## config.mk

```make
export PLATFORM = sky130hd
export DESIGN_NAME = gpkw_top
export DESIGN_NICKNAME = d
export VERILOG_FILES = /design/src/rtl/gpkw_pkg.sv /design/src/rtl/gpkw_port.sv /design/src/rtl/gpkw_pull.sv /design/src/rtl/gpkw_keywake.sv /design/src/rtl/gpkw_top.sv
export SDC_FILE = /design/constraint.sdc
export NUM_CORES = 1
export LEC_CHECK = 0
export ABC_AREA = 1
export BUFFER_PORTS_ARGS = -buffer_cell sky130_fd_sc_hd__clkbuf_2
export CAP_MARGIN = 0
export CORE_MARGIN = 8
export CORE_UTILIZATION = 53
export DETAILED_ROUTE_END_ITERATION = 8
export PLACE_DENSITY = 0.79
export SLEW_MARGIN = 40
export SYNTH_ARGS = -nofsm -noshare
export SYNTH_HDL_FRONTEND = slang
export SYNTH_HIERARCHICAL = 1
export SYNTH_SLANG_ARGS = --single-unit
export TNS_END_PERCENT = 30
```

## constraint.sdc

```tcl
create_clock -name clk_i -period 1.3 [get_ports clk_i]
set_clock_uncertainty 0.1 [all_clocks]
set_input_delay 0.195 -clock clk_i [delete_from_list [all_inputs] [get_ports clk_i]]
set_output_delay 0.195 -clock clk_i [all_outputs]
set_load 0.02 [all_outputs]
```

## src/rtl/gpkw_pkg.sv

```systemverilog
package gpkw_pkg;
  localparam int PORT_W = 8;
  localparam int CTRL_W = 8;
  localparam int ADDR_W = 3;
  localparam int SYNC_STAGES = 2;

  typedef enum logic [ADDR_W-1:0] {
    RA_DATA = 3'd0,
    RA_DIR  = 3'd1,
    RB_DATA = 3'd2,
    RB_DIR  = 3'd3,
    R_PULL  = 3'd4
  } reg_addr_e;

  // Pull control group index for a pin; port_b selects port B.
  function automatic int pull_group(input bit port_b, input int pin);
    if (!port_b) begin
      if (pin < 2) return pin;
      else if (pin < 4) return 2;
      else return 3;
    end else begin
      if (pin < 4) return 4;
      else if (pin == 4) return 5;
      else if (pin < 7) return 6;
      else return 7;
    end
  endfunction
endpackage

```

## src/rtl/gpkw_port.sv

```systemverilog
module gpkw_port #(
  parameter int W = 8,
  parameter int SYNC = 2
) (
  input  logic         clk_i,
  input  logic         rst_ni,
  input  logic [W-1:0] pin_i,
  input  logic         data_we_i,
  input  logic         dir_we_i,
  input  logic [W-1:0] wdata_i,
  output logic [W-1:0] latch_o,
  output logic [W-1:0] dir_o,
  output logic [W-1:0] sync_o,
  output logic [W-1:0] view_o
);
  logic [W-1:0] stage_q [SYNC];

  generate
    for (genvar s = 0; s < SYNC; s++) begin : g_sync
      always_ff @(posedge clk_i or negedge rst_ni) begin
        if (!rst_ni) stage_q[s] <= '1;
        else if (s == 0) stage_q[s] <= pin_i;
        else stage_q[s] <= stage_q[s-1];
      end
    end
  endgenerate

  assign sync_o = stage_q[SYNC-1];

  always_ff @(posedge clk_i or negedge rst_ni) begin
    if (!rst_ni) begin
      latch_o <= '0;
      dir_o   <= '0;
    end else begin
      if (data_we_i) latch_o <= wdata_i;
      if (dir_we_i)  dir_o   <= wdata_i;
    end
  end

  assign view_o = (dir_o & latch_o) | (~dir_o & sync_o);

  // a data write lands in the latch for all pins
  p_latch_wr_r5: assert property (@(posedge clk_i) disable iff (!rst_ni)
    data_we_i |=> latch_o == $past(wdata_i));
  // a direction write sets the direction bits
  p_dir_wr_r2: assert property (@(posedge clk_i) disable iff (!rst_ni)
    dir_we_i |=> dir_o == $past(wdata_i));
  // latch holds without a data write
  p_latch_hold_r5: assert property (@(posedge clk_i) disable iff (!rst_ni)
    !data_we_i |=> $stable(latch_o));
endmodule

```

## src/rtl/gpkw_pull.sv

```systemverilog
module gpkw_pull
  import gpkw_pkg::*;
#(
  parameter int W = PORT_W,
  parameter int CW = CTRL_W
) (
  input  logic [CW-1:0] ctrl_i,
  input  logic [W-1:0]  a_dir_i,
  input  logic [W-1:0]  b_dir_i,
  output logic [W-1:0]  a_pu_o,
  output logic [W-1:0]  b_pu_o
);
  generate
    for (genvar i = 0; i < W; i++) begin : g_pin
      localparam int GA = pull_group(1'b0, i);
      localparam int GB = pull_group(1'b1, i);
      assign a_pu_o[i] = ctrl_i[GA] & ~a_dir_i[i];
      assign b_pu_o[i] = ctrl_i[GB] & ~b_dir_i[i];
    end
  endgenerate
endmodule

```

## src/rtl/gpkw_keywake.sv

```systemverilog
module gpkw_keywake #(
  parameter int W = 8
) (
  input  logic         clk_i,
  input  logic         rst_ni,
  input  logic [W-1:0] sync_i,
  input  logic [W-1:0] dir_i,
  output logic         wake_o
);
  logic and_now, and_q;

  // output pins count as 1 so they never pull the AND low
  assign and_now = &(sync_i | dir_i);

  always_ff @(posedge clk_i or negedge rst_ni) begin
    if (!rst_ni) begin
      and_q  <= 1'b1;
      wake_o <= 1'b0;
    end else begin
      and_q  <= and_now;
      wake_o <= and_q & ~and_now;
    end
  end

  // request lasts one cycle only
  p_wake_single_r9: assert property (@(posedge clk_i) disable iff (!rst_ni)
    wake_o |=> !wake_o);
  // a request leaves the stored AND low
  p_wake_low_r9: assert property (@(posedge clk_i) disable iff (!rst_ni)
    wake_o |-> !and_q);
  // all-output port cannot raise a request
  p_all_out_r10: assert property (@(posedge clk_i) disable iff (!rst_ni)
    (&dir_i && $past(&dir_i)) |=> !wake_o);
endmodule

```

## src/rtl/gpkw_top.sv

```systemverilog
module gpkw_top
  import gpkw_pkg::*;
(
  input  logic              clk_i,
  input  logic              rst_ni,
  input  logic [ADDR_W-1:0] addr_i,
  input  logic [PORT_W-1:0] wdata_i,
  input  logic              we_i,
  output logic [PORT_W-1:0] rdata_o,
  input  logic [PORT_W-1:0] a_pin_i,
  output logic [PORT_W-1:0] a_out_o,
  output logic [PORT_W-1:0] a_oe_o,
  output logic [PORT_W-1:0] a_pu_o,
  input  logic [PORT_W-1:0] b_pin_i,
  output logic [PORT_W-1:0] b_out_o,
  output logic [PORT_W-1:0] b_oe_o,
  output logic [PORT_W-1:0] b_pu_o,
  output logic              wake_o
);
  logic [CTRL_W-1:0] pull_q;
  logic [PORT_W-1:0] a_sync, b_sync, a_view, b_view;

  gpkw_port #(.W(PORT_W), .SYNC(SYNC_STAGES)) port_a_i (
    .clk_i, .rst_ni, .pin_i(a_pin_i),
    .data_we_i(we_i && addr_i == RA_DATA),
    .dir_we_i(we_i && addr_i == RA_DIR),
    .wdata_i, .latch_o(a_out_o), .dir_o(a_oe_o),
    .sync_o(a_sync), .view_o(a_view));

  gpkw_port #(.W(PORT_W), .SYNC(SYNC_STAGES)) port_b_i (
    .clk_i, .rst_ni, .pin_i(b_pin_i),
    .data_we_i(we_i && addr_i == RB_DATA),
    .dir_we_i(we_i && addr_i == RB_DIR),
    .wdata_i, .latch_o(b_out_o), .dir_o(b_oe_o),
    .sync_o(b_sync), .view_o(b_view));

  always_ff @(posedge clk_i or negedge rst_ni) begin
    if (!rst_ni) pull_q <= '1;
    else if (we_i && addr_i == R_PULL) pull_q <= wdata_i;
  end

  gpkw_pull #(.W(PORT_W), .CW(CTRL_W)) pull_i (
    .ctrl_i(pull_q), .a_dir_i(a_oe_o), .b_dir_i(b_oe_o),
    .a_pu_o, .b_pu_o);

  gpkw_keywake #(.W(PORT_W)) wake_i (
    .clk_i, .rst_ni, .sync_i(a_sync), .dir_i(a_oe_o), .wake_o);

  always_comb begin
    case (addr_i)
      RA_DATA: rdata_o = a_view;
      RA_DIR:  rdata_o = a_oe_o;
      RB_DATA: rdata_o = b_view;
      RB_DIR:  rdata_o = b_oe_o;
      R_PULL:  rdata_o = pull_q;
      default: rdata_o = '0;
    endcase
  end

  // no pin both drives and pulls up
  p_pull_off_r8: assert property (@(posedge clk_i) disable iff (!rst_ni)
    ((a_oe_o & a_pu_o) == '0) && ((b_oe_o & b_pu_o) == '0));
  // output pins read back their latch
  p_read_out_r3: assert property (@(posedge clk_i) disable iff (!rst_ni)
    (addr_i == RA_DATA) |-> ((rdata_o & a_oe_o) == (a_out_o & a_oe_o)));
  // unmapped addresses read as zero
  p_unmapped_r11: assert property (@(posedge clk_i) disable iff (!rst_ni)
    (addr_i > 3'd4) |-> rdata_o == '0);
  // pull control written only at its own address
  p_pull_hold_r11: assert property (@(posedge clk_i) disable iff (!rst_ni)
    !(we_i && addr_i == R_PULL) |=> $stable(pull_q));
endmodule

```

==> impl_metrics.env <==
export IMPL_avgRoutedWirePerCell_um=17.4
export IMPL_outcome="finished with violations"
export IMPL_arrival_ns=1.52
export IMPL_cts_tree="yes"
export IMPL_nNetsFinal=595
export IMPL_gr_total_overflow=0
export IMPL_end_kind="output pin"
export IMPL_clock_fmax_mhz=550
export IMPL_syn_inst=417
export IMPL_cts_sinks=74
export IMPL_max_clock_path_buffers=2
export IMPL_dp_hpwl_mm=6.89
export IMPL_cp_required_ns=1.00
export IMPL_num_io_pins=87
export IMPL_peakVddDrop_mv=1.10
export IMPL_totalWireLength_mm=11.3
export IMPL_antenna_found_initial=0
export IMPL_syn_nets=447
export IMPL_fin_crit_ns=1.82
export IMPL_core_area_mm2=0.00635
export IMPL_ys_warn_count=6
export IMPL_grt_max_degree=75
export IMPL_multi_input_area_mm2=0.00129
export IMPL_drv_cap=0
export IMPL_insertion_delay_ns=0.35
export IMPL_slew_headroom_pct=73.9
export IMPL_power_total_uw=7530
export IMPL_drtPass1Iterations=5
export IMPL_grt_pass1_vias=3436
export IMPL_drt_iter0_markers=460
export IMPL_grt_pass1_wl_mm=16.7
export IMPL_powerDensity_mw_per_mm2=1490
export IMPL_crit_fanout=1
export IMPL_p_leak_uw=0.00266
export IMPL_syn_area_mm2=0.00349
export IMPL_cts_clk_slew_worst_paths_ns=0.08
export IMPL_routed_via_density=5.32
export IMPL_regArea_mm2=0.00191
export IMPL_finalNonFillerCells=647
export IMPL_routabilityCongestion=0.966
export IMPL_initial_core_util_pct=55.0
export IMPL_antenna_left=0
export IMPL_start_kind="register"
export IMPL_die_x_um=97.2
export IMPL_synth_area_per_cell_um2=8.38
export IMPL_clockRootBuffer="clkbuf_8"
export IMPL_rsz0062_at_grt="yes"
export IMPL_slew_violations=0
export IMPL_die_height_um=97.2
export IMPL_hp_class="in -> reg"
export IMPL_portBuffers=86
export IMPL_numCtsBuffers=9
export IMPL_htree_levels=3
export IMPL_tightest_slew_ns=0.391
export IMPL_fin_crit_sh_pct=140
export IMPL_fill_cells=366
export IMPL_hold_violations=0
export IMPL_drcViolationCount=0
export IMPL_critPathKind="reg -> out"
export IMPL_drive_above_1_share_pct=45.6
export IMPL_syn_to_final_growth_pct=44.3
export IMPL_post_place_cells=606
export IMPL_num_vias=3442
export IMPL_setup_viol=43
export IMPL_violations="setup timing"
export IMPL_row_count=29
export IMPL_finalWorstSetupSlack_ns=-0.519
export IMPL_grt_usage_pct=22.0
export IMPL_die_area_mm2=0.00944
export IMPL_num_antenna_cells=0
## where the power goes
part	internal, uW	switching (uW)
registers	2670	293
clock network	1140	882
logic	1150	1400
total	4950	2570
## critical path, cell delays in order, from the launching register on
cell and delay (ns):
dfstp_2 0.55, nand2_2 0.08, nand2_2 0.07, nand4_1 0.10, nand2_1 0.09, nor2_1 0.04, nand2_1 0.09, clkbuf_8 0.15
## routing by layer
metal  GRT usage, %  up-vias  wire [um]
met5              0        -          0
met4           10.7        0        563
met1           24.1     1607       4120
met3           7.82       56       1090
met2           36.8      221       5500
li1               -     1558          -
## stage by stage
step                      util [%]  hold WS, ns  TNS (ns)  setup slack (ns)  cell area, um^2
after floorplan                  -       -0.201         0           0.00560             3500
after detailed placement      66.1        0.153     -3.61            -0.152             4200
after CTS                     75.9      0.00250     -8.58            -0.471             4820
after global routing          79.4      0.00498    -10.67            -0.586             5040
after global placement        66.1        0.149     -1.83            -0.104             4200
final                         79.4      0.00825     -8.78            -0.519             5040
## worst paths after layout
check	startpoint	end	slack (ns)	cells after the start
worst max-delay path	port_b_i/sync_o[0]$_DFF_PN1_	rdata_o[0]	-0.52	7
worst min-delay path	wdata_i[1]	pull_q[1]$_DFFE_PN1P_	0.008	3
worst max register to register	port_a_i/dir_o[5]$_DFFE_PN0P_	wake_i/wake_o$_DFF_PN0_	-0.06	8
worst min register to register	port_b_i/stage_q[8]$_DFF_PN1_	port_b_i/sync_o[0]$_DFF_PN1_	0.25	0
max in group asynchronous	rst_ni	port_b_i/sync_o[6]$_DFF_PN1_	0.45	3
min in group asynchronous	rst_ni	port_a_i/latch_o[7]$_DFFE_PN0P_	0.28	3
## layout by cell type (no fill, tap or decap), drive strengths merged
cell and n:
bufinv 2, buf 74, nor4 1, clkinvlp 1, dfstp 41, o21ai 11, dfrtp 33, inv 52
clkinv 3, nor2 46, nand4 14, nor3 1, dlygate4sd3 18, nand3 18, clkbuf 75, nand2 180
## state kept, by name (all words and copies together), names as in the netlist, 8 cells and up
name and count:
port_a_i/dir_o 8, port_b_i/stage_q 8, port_b_i/dir_o 8, port_b_i/latch_o 8, port_a_i/stage_q 8, port_b_i/sync_o 8, port_a_i/sync_o 8, pull_q 8
port_a_i/latch_o 8
## cell type report
cell class                 instances  area share (%)
multi-input combinational        271            25.6
clock buffer                      10            2.73
inverter                          52            4.02
sequential                        74            37.9
timing repair buffer             157            26.0
tap                               77            1.91
clock inverter                     6            1.79
## timing repair
action                                  CTS  global route
resized for setup                        61            74
hold buffers                             18             0
pin swaps                                 8            18
setup buffers                             1             7
endpoints found under the setup margin   45            46
endpoints found under the hold margin    50             0
Power figures use the tool's default switching activity.
